==> config.mk <==
export PLATFORM = sky130hd
export DESIGN_NAME = shiftadd_mult
export DESIGN_NICKNAME = d
export VERILOG_FILES = /design/src/rtl/mult_pkg.sv /design/src/rtl/mult_bitcnt.sv /design/src/rtl/mult_datapath.sv /design/src/rtl/mult_ctrl.sv /design/src/rtl/shiftadd_mult.sv
export SDC_FILE = /design/constraint.sdc
export NUM_CORES = 1
export LEC_CHECK = 0
export ABC_AREA = 1
export BUFFER_PORTS_ARGS = -buffer_cell sky130_fd_sc_hd__buf_2
export CAP_MARGIN = 15
export CORE_MARGIN = 10
export CORE_UTILIZATION = 30
export DETAILED_ROUTE_END_ITERATION = 12
export GPL_ROUTABILITY_DRIVEN = 0
export SETUP_SLACK_MARGIN = 0.2
export SKIP_CTS_REPAIR_TIMING = 1
export SLEW_MARGIN = 20
export SYNTH_ARGS = -nofsm -noshare
export SYNTH_HDL_FRONTEND = slang
export SYNTH_HIERARCHICAL = 1
export SYNTH_SLANG_ARGS = --single-unit
==> constraint.sdc <==
create_clock -name clk -period 2 [get_ports clk]
set_input_delay 0.3 -clock clk [delete_from_list [all_inputs] [get_ports clk]]
set_output_delay 0.3 -clock clk [all_outputs]
set_load 0.005 [all_outputs]
==> src/rtl/mult_pkg.sv <==
package mult_pkg;

  typedef enum logic [1:0] {
    ST_IDLE  = 2'd0,
    ST_TEST  = 2'd1,
    ST_SHIFT = 2'd2,
    ST_DONE  = 2'd3
  } seq_state_e;

endpackage

==> src/rtl/mult_bitcnt.sv <==
module mult_bitcnt #(
  parameter int WIDTH = 8,
  localparam int CW = $clog2(WIDTH) + 1
) (
  input  logic          clk,
  input  logic          rst_n,
  input  logic          load,
  input  logic          dec,
  output logic [CW-1:0] count,
  output logic          last
);

  localparam logic [CW-1:0] LOAD_VAL = CW'(WIDTH);

  logic [CW-1:0] cnt_q;

  always_ff @(posedge clk or negedge rst_n) begin
    if (!rst_n)    cnt_q <= '0;
    else if (load) cnt_q <= LOAD_VAL;
    else if (dec)  cnt_q <= cnt_q - 1'b1;
  end

  assign count = cnt_q;
  assign last  = (cnt_q == CW'(1));

  AST_CNT_LOAD: assert property (@(posedge clk) disable iff (!rst_n)
    load |=> count == LOAD_VAL);
  AST_CNT_STEP: assert property (@(posedge clk) disable iff (!rst_n)
    (dec && !load) |=> count == $past(count) - 1'b1);
  AST_CNT_NO_UNDERFLOW: assert property (@(posedge clk) disable iff (!rst_n)
    dec |-> count != '0);

endmodule

==> src/rtl/mult_datapath.sv <==
module mult_datapath #(
  parameter int WIDTH = 8
) (
  input  logic               clk,
  input  logic               rst_n,
  input  logic               cmd_init,
  input  logic               cmd_add,
  input  logic               cmd_shift,
  input  logic [WIDTH-1:0]   opa,
  input  logic [WIDTH-1:0]   opb,
  output logic               low_bit,
  output logic [2*WIDTH-1:0] product
);

  localparam int CHAIN = 2 * WIDTH + 1;

  // Sum of accumulator and operand B, carry-out in the top bit.
  function automatic logic [WIDTH:0] acc_plus(input logic [WIDTH-1:0] x,
                                               input logic [WIDTH-1:0] y);
    return {1'b0, x} + {1'b0, y};
  endfunction

  // Logical right shift of the carry/accumulator/lower chain.
  function automatic logic [CHAIN-1:0] chain_right(input logic [CHAIN-1:0] v);
    return {1'b0, v[CHAIN-1:1]};
  endfunction

  logic [WIDTH-1:0] b_q, a_q, m_q;
  logic             c_q;
  logic [WIDTH:0]   adder_out;
  logic [CHAIN-1:0] chain_now, chain_next;

  assign adder_out  = acc_plus(a_q, b_q);
  assign chain_now  = {c_q, a_q, m_q};
  assign chain_next = chain_right(chain_now);

  always_ff @(posedge clk or negedge rst_n) begin
    if (!rst_n) begin
      b_q <= '0;
      a_q <= '0;
      m_q <= '0;
      c_q <= 1'b0;
    end else if (cmd_init) begin
      b_q <= opa;
      m_q <= opb;
      a_q <= '0;
      c_q <= 1'b0;
    end else if (cmd_add) begin
      c_q <= adder_out[WIDTH];
      a_q <= adder_out[WIDTH-1:0];
    end else if (cmd_shift) begin
      c_q <= chain_next[CHAIN-1];
      a_q <= chain_next[CHAIN-2 -: WIDTH];
      m_q <= chain_next[WIDTH-1:0];
    end
  end

  assign low_bit = m_q[0];
  assign product = {a_q, m_q};

  AST_INIT_CLEARS: assert property (@(posedge clk) disable iff (!rst_n)
    cmd_init |=> (a_q == '0) && !c_q && (m_q == $past(opb)) && (b_q == $past(opa)));
  AST_ADD_COMMITS: assert property (@(posedge clk) disable iff (!rst_n)
    (cmd_add && !cmd_init) |=> {c_q, a_q} == ({1'b0, $past(a_q)} + {1'b0, $past(b_q)}));
  AST_SHIFT_CHAIN: assert property (@(posedge clk) disable iff (!rst_n)
    (cmd_shift && !cmd_init && !cmd_add) |=>
      ({c_q, a_q, m_q} == {1'b0, $past(c_q), $past(a_q), $past(m_q[WIDTH-1:1])}));
  AST_IDLE_HOLDS: assert property (@(posedge clk) disable iff (!rst_n)
    !(cmd_init || cmd_add || cmd_shift) |=> $stable(product) && $stable(b_q));

endmodule

==> src/rtl/mult_ctrl.sv <==
module mult_ctrl
  import mult_pkg::*;
(
  input  logic clk,
  input  logic rst_n,
  input  logic start,
  input  logic low_bit,
  input  logic cnt_last,
  output logic cmd_init,
  output logic cmd_add,
  output logic cmd_shift,
  output logic done,
  output logic busy
);

  seq_state_e state_q, state_d;

  always_comb begin
    state_d   = state_q;
    cmd_init  = 1'b0;
    cmd_add   = 1'b0;
    cmd_shift = 1'b0;
    done      = 1'b0;
    unique case (state_q)
      ST_IDLE: begin
        if (start) begin
          cmd_init = 1'b1;
          state_d  = ST_TEST;
        end
      end
      ST_TEST: begin
        cmd_add = low_bit;
        state_d = ST_SHIFT;
      end
      ST_SHIFT: begin
        cmd_shift = 1'b1;
        state_d   = cnt_last ? ST_DONE : ST_TEST;
      end
      ST_DONE: begin
        done    = 1'b1;
        state_d = ST_IDLE;
      end
      default: state_d = ST_IDLE;
    endcase
  end

  always_ff @(posedge clk or negedge rst_n) begin
    if (!rst_n) state_q <= ST_IDLE;
    else        state_q <= state_d;
  end

  assign busy = (state_q != ST_IDLE);

  AST_CMD_EXCLUSIVE: assert property (@(posedge clk) disable iff (!rst_n)
    $onehot0({cmd_init, cmd_add, cmd_shift, done}));
  AST_ADD_GATED: assert property (@(posedge clk) disable iff (!rst_n)
    cmd_add |-> low_bit);
  AST_BUSY_IGNORES_START: assert property (@(posedge clk) disable iff (!rst_n)
    busy |-> !cmd_init);
  AST_DONE_PULSE: assert property (@(posedge clk) disable iff (!rst_n)
    done |=> !done && !busy);
  AST_SHIFT_FOLLOWS_TEST: assert property (@(posedge clk) disable iff (!rst_n)
    (state_q == ST_TEST) |=> cmd_shift);

endmodule

==> src/rtl/shiftadd_mult.sv <==
module shiftadd_mult #(
  parameter int WIDTH = 8
) (
  input  logic               clk,
  input  logic               rst_n,
  input  logic               start,
  input  logic [WIDTH-1:0]   multiplicand,
  input  logic [WIDTH-1:0]   multiplier,
  output logic [2*WIDTH-1:0] product,
  output logic               done
);

  localparam int CW = $clog2(WIDTH) + 1;

  // Named internal events shared by the blocks and the assertions.
  logic          ev_init, ev_add, ev_shift, ev_busy;
  logic          low_bit, cnt_last;
  logic [CW-1:0] bit_count;

  mult_ctrl u_ctrl (
    .clk       (clk),
    .rst_n     (rst_n),
    .start     (start),
    .low_bit   (low_bit),
    .cnt_last  (cnt_last),
    .cmd_init  (ev_init),
    .cmd_add   (ev_add),
    .cmd_shift (ev_shift),
    .done      (done),
    .busy      (ev_busy)
  );

  mult_datapath #(.WIDTH(WIDTH)) u_dp (
    .clk       (clk),
    .rst_n     (rst_n),
    .cmd_init  (ev_init),
    .cmd_add   (ev_add),
    .cmd_shift (ev_shift),
    .opa       (multiplicand),
    .opb       (multiplier),
    .low_bit   (low_bit),
    .product   (product)
  );

  mult_bitcnt #(.WIDTH(WIDTH)) u_cnt (
    .clk   (clk),
    .rst_n (rst_n),
    .load  (ev_init),
    .dec   (ev_shift),
    .count (bit_count),
    .last  (cnt_last)
  );

  AST_DONE_AT_ZERO: assert property (@(posedge clk) disable iff (!rst_n)
    done |-> bit_count == '0);
  AST_PRODUCT_HELD: assert property (@(posedge clk) disable iff (!rst_n)
    done |=> $stable(product));
  AST_IDLE_NO_WORK: assert property (@(posedge clk) disable iff (!rst_n)
    !ev_busy |-> !ev_add && !ev_shift);

endmodule

# Word level (Yosys, flattened, before mapping)
# Index checks and enable logic that the tools add are counted.
op_classes:
  add_sub_neg: 2
  n_mux: 19
  eq_ne: 6
  n_reduce_logical: 4
op_table:
  columns: ["cell", "count"]
  rows:
  - ["two-way mux 8 bit", 6]
  - ["adder 8 x 8 -> 9 bit", 1]
  - ["two-way mux 1 bit", 8]
  - ["two-way mux 4 bit", 2]
  - ["one-hot mux 2 bit (4 select lines)", 1]
  - ["== test 2 bit (second input constant)", 2]
  - ["== test 4 x 1 -> 1 bit (second input constant)", 1]
  - ["two-way mux 2 bit", 2]
  - ["inequality test 2 bit (second input constant)", 2]
  - ["subtractor 4 x 1 -> 4 bit (second input constant)", 1]
  - ["nonzero test 3 bit", 1]
  - ["== test 2 x 1 -> 1 bit (second input constant)", 1]
  - ["logical NOT 2 bit", 1]
  - ["AND reduction 2 bit", 1]
  - ["nonzero test 2 bit", 1]
word_totals:
  wordCells: 37
  register_bits: 31
  inputBits: 19
  output_inout_bits: 17

# Logic depth before layout (Yosys ltp)
depth:
  depth_word: 5
  ltp_mapped: 12
  depth_no_buf: 12

# Cells and area by module
# Netlist, hierarchy kept.
modules_own_cells:
  columns: ["mod", "seq_area_each_um2", "n_inst", "area_per_inst_um2", "cells_per_inst"]
  rows:
  - ["mult_datapath", 625.6, 1, 1530.2, 204]
  - ["mult_bitcnt", 100.1, 1, 219.0, 28]
  - ["mult_ctrl", 50.0, 1, 110.1, 16]

# Least setup slack after synthesis
# Ideal clock, no wire load.
synth_path:
  kind: "register to register"
  from: "register u_ctrl.state_q[1]"
  to: "register u_dp.m_q[5]"
  arrival_ns: 1.524
  path_slack_ns: 0.350
  path_buffers: 1
  required_ns: 1.873
  path_stages_with_launch: 8
  path_cell_list: "dfrtp_1 > inv_2 > nand2_2 > nor2_1 > inv_2 > buf_2 > o211ai_1 > o21ai_1"
synth_between:
  elab_chain_cells: 4
  word_cells_on_any_way: 10
  cone_classes: "3 x eq/ne; 4 x mux; 3 x reduce/logical"
synth_lines:
  columns: ["element", "line_no", "text"]
  rows:
  - ["from (decl)", "mult_ctrl.sv:16", "seq_state_e state_q, state_d;"]
  - ["from (signal assigned)", "mult_ctrl.sv:49", "else state_q <= state_d;"]
  - ["logical NOT 2 bit *", "mult_ctrl.sv:24", "unique case (state_q)"]
  - ["two-way mux 1 bit *", "mult_ctrl.sv:24", null]
  - ["net ev_init", "shiftadd_mult.sv:16", "logic ev_init, ev_add, ev_shift, ev_busy;"]
  - ["inequality test 2 bit (no line) or nonzero test 2 bit (tied branches)", null, null]
  - ["AND reduction 2 bit (no line)", null, null]
  - ["to (signal assigned)", "mult_datapath.sv:45", "m_q <= opb;"]
  - ["to (signal assigned)", "mult_datapath.sv:54", "m_q <= chain_next[WIDTH-1:0];"]
  - ["to (decl)", "mult_datapath.sv:28", "logic [WIDTH-1:0] b_q, a_q, m_q;"]
# The timed path passes the listed nets; every way through them passes the cells marked *.
# A chain may end at the register's enable or synchronous reset.

# Worst setup path after layout
layout_path:
  from: "register u_dp.a_q[0]"
  to: "register u_dp.a_q[4]"
layout_between:
  elab_chain_cells: 3
layout_lines:
  columns: ["element", "line_no", "text"]
  rows:
  - ["from (decl)", "mult_datapath.sv:28", null]
  - ["from (signal assigned)", "mult_datapath.sv:50", "a_q <= adder_out[WIDTH-1:0];"]
  - ["from (signal assigned)", "mult_datapath.sv:53", "a_q <= chain_next[CHAIN-2 -: WIDTH];"]
  - ["adder 8 x 8 -> 9 bit", "mult_datapath.sv:20", "return {1'b0, x} + {1'b0, y};"]
  - ["two-way mux 8 bit", "mult_datapath.sv:48", "end else if (cmd_add) begin"]
  - ["two-way mux 8 bit", "mult_datapath.sv:43", "end else if (cmd_init) begin"]
# Every way passes these cells.

==> flow_summary.json <==
{
  "outcome": "complete, no violations",
  "drc": 0,
  "grt_usage_pct": 8.81,
  "area.growth.synth_to_final_pct": 20.0,
  "fmax_mhz": 602,
  "critPathMaxStageDelay_ns": 0.38,
  "synth_seq_area_share_pct": 41.7,
  "start_util_pct": 31.2,
  "clk_pin_slew_ns": 0.07,
  "yosysTopAreaCell": "dfrtp_1",
  "synth_cell_type_count": 28,
  "htreeDepth": 2,
  "maxSlewViolCount": 0,
  "wire_per_inst_um": 11.9,
  "ir_drop_mv": 0.581,
  "pwr_density_cell_nw_per_um2": 1630,
  "cts.path.max_buffers": 2,
  "syn-cell-area_um2": 1860,
  "drv_cap": 0,
  "insertion_delay_ns": 0.27,
  "synthArstFlopShare_pct": 100,
  "cp-start-kind": "register",
  "max_slew_margin_pct": 53.1,
  "n_antenna_cell": 0,
  "vias_per_cell": 4.42,
  "finalCritPeriodShare_pct": 83.1,
  "finalHoldViolCount": 0,
  "final_cell_mix": "nand2_1, buf_2, inv_1",
  "ys_warn_count": 6,
  "avgSynthCellArea_um2": 7.50,
  "cp.arrival_ns": 1.88,
  "fin_nets": 320,
  "io_pins": 36,
  "postSynthCellCount": 248,
  "rsz0062_at_grt": "yes",
  "setup_viol_count_final": 0,
  "grt.overflow.total": 0,
  "p_leak_nw": 1.24,
  "critPathKind": "reg -> reg",
  "finalSetupTns_ns": 0,
  "grt_start_max_net_pins": 32,
  "cts_root_buf": "clkbuf_8",
  "cpMostUsedCell": "nand2_1",
  "tightestPinTransition_ns": 0.704,
  "path_cells": "ha_2 > inv_1 > fa_1 > inv_1 > nand2_1 > nand3_1 > nand2_1 > nand2_1 > nand2_1 > o21ai_2 > nand2_1 > nand2_1",
  "grt_pass1_wl_um": 7360,
  "fin_crit_ns": 1.66,
  "synth_nets": 278,
  "critPathMaxFanout": 3,
  "tritoncts": "yes",
  "die_y_um": 98.7,
  "ys_ff_latch": 31,
  "postRouteAntennaNets": 0,
  "cts.sinks": 31,
  "dieArea_um2": 9750,
  "dr.pass1.iters": 4,
  "placed_area_um2": 2120,
  "drive_above_1_share_pct": 21.6,
  "final_common_cell": "nand2_1",
  "required_ns": 2.22,
  "synth_flop_cell": "dfrtp_1",
  "row_count": 28,
  "vias": 1619,
  "worstHoldPathType": "in -> async",
  "fin_skew_ns": 0.00503,
  "critPathBufInv": 2,
  "numCtsBuffers": 5,
  "die_x_um": 98.7,
  "grt_pass1_vias": 1569,
  "cp_slowest_cell": "fa_1",
  "antenna_found_initial": 0,
  "core_um2": 5960,
  "synth_edf_count": 0,
  "wl_um": 4350,
  "synth.top_cell.area_share_pct": 41.7,
  "dp.final_hpwl_um": 3320,
  "fin_area_um2": 2230,
  "path_delay_family": "adder cells",
  "synth_area_leaders": "dfrtp_1, nand2_1, ha_1",
  "crit_path_end_kind": "register",
  "place.port_buffers": 35,
  "drtIter0Drc": 42
}
[through the flow]
stage	hold WS (ns)	setup WS, ns	utilization [%]	instances	total power (W)
after floorplan	0.00441	0.350	-	248	0.00255
after global placement	0.402	0.371	35.6	357	0.00306
after detailed placement	0.404	0.303	35.6	357	0.00309
after CTS	0.0991	0.297	37.2	365	0.00366
after global routing	0.137	0.189	37.5	366	0.00404
final	0.0742	0.338	37.5	366	0.00363
[sequential cells by signal, indices dropped and copies added (netlist names)]
name,count
u_ctrl/state_q,2
u_dp/m_q,8
u_dp/b_q,8
u_dp/c_q,1
u_cnt/count,4
u_dp/a_q,8
[power breakdown]
part           internal, W  switching (W)  total [W]
clock network     0.000314       0.000227   0.000541
logic             0.000747        0.00121    0.00196
registers         0.000918       0.000207    0.00112
[per-layer routing]
layer	global-route usage (%)	routed length [µm]	vias to the layer above
met1	11.8	2230	732
li1	-	-	864
met3	2.44	141	2
met5	0	0	-
met4	2.32	13	0
met2	13.5	1960	21
[area by class of cell]
cell class | count | area, µm²
Multi-Input combinational cell | 173 | 900
Inverter | 39 | 149
Tap cell | 75 | 93.8
Timing Repair Buffer | 40 | 213
Clock buffer | 8 | 100
Sequential cell | 31 | 776
Fill cell | 669 | 3720
[Yosys cell counts, types with 2 or more instances]
master,number
ha_1,10
a21oi_1,6
o211ai_1,7
inv_1,33
nand3_1,14
o21ai_2,2
dfrtp_1,31
nand2_1,86
nor2_1,22
o21ai_0,10
nor2_4,2
buf_6,2
inv_2,5
o21ai_1,3
buf_2,2
[final timing paths]
path,startpoint,end,slack (ns),cells after the start
hold reg to reg,u_dp/b_q[0],u_dp/b_q[0],0.48,2
max in group asynchronous,rst_n,u_dp/m_q[0],1.47,1
setup reg to reg,u_dp/a_q[0],u_dp/a_q[4],0.34,12
min in group clk,multiplicand[4],u_dp/b_q[4],0.22,3
hold / removal,rst_n,u_dp/a_q[4],0.07,1
setup / recovery,u_dp/a_q[0],u_dp/a_q[4],0.34,12
[logic make-up (layout without fill, tap and decap cells)]
logic type	Yosys count	in the layout	synth area share, %
buf+inv	44	87	10.2
flops	31	31	41.7
compound gates	34	34	11.8
fa+ha+maj	11	11	7.81
simple gates	128	128	28.5
Note: power is estimated with default switching activity, not from simulation.
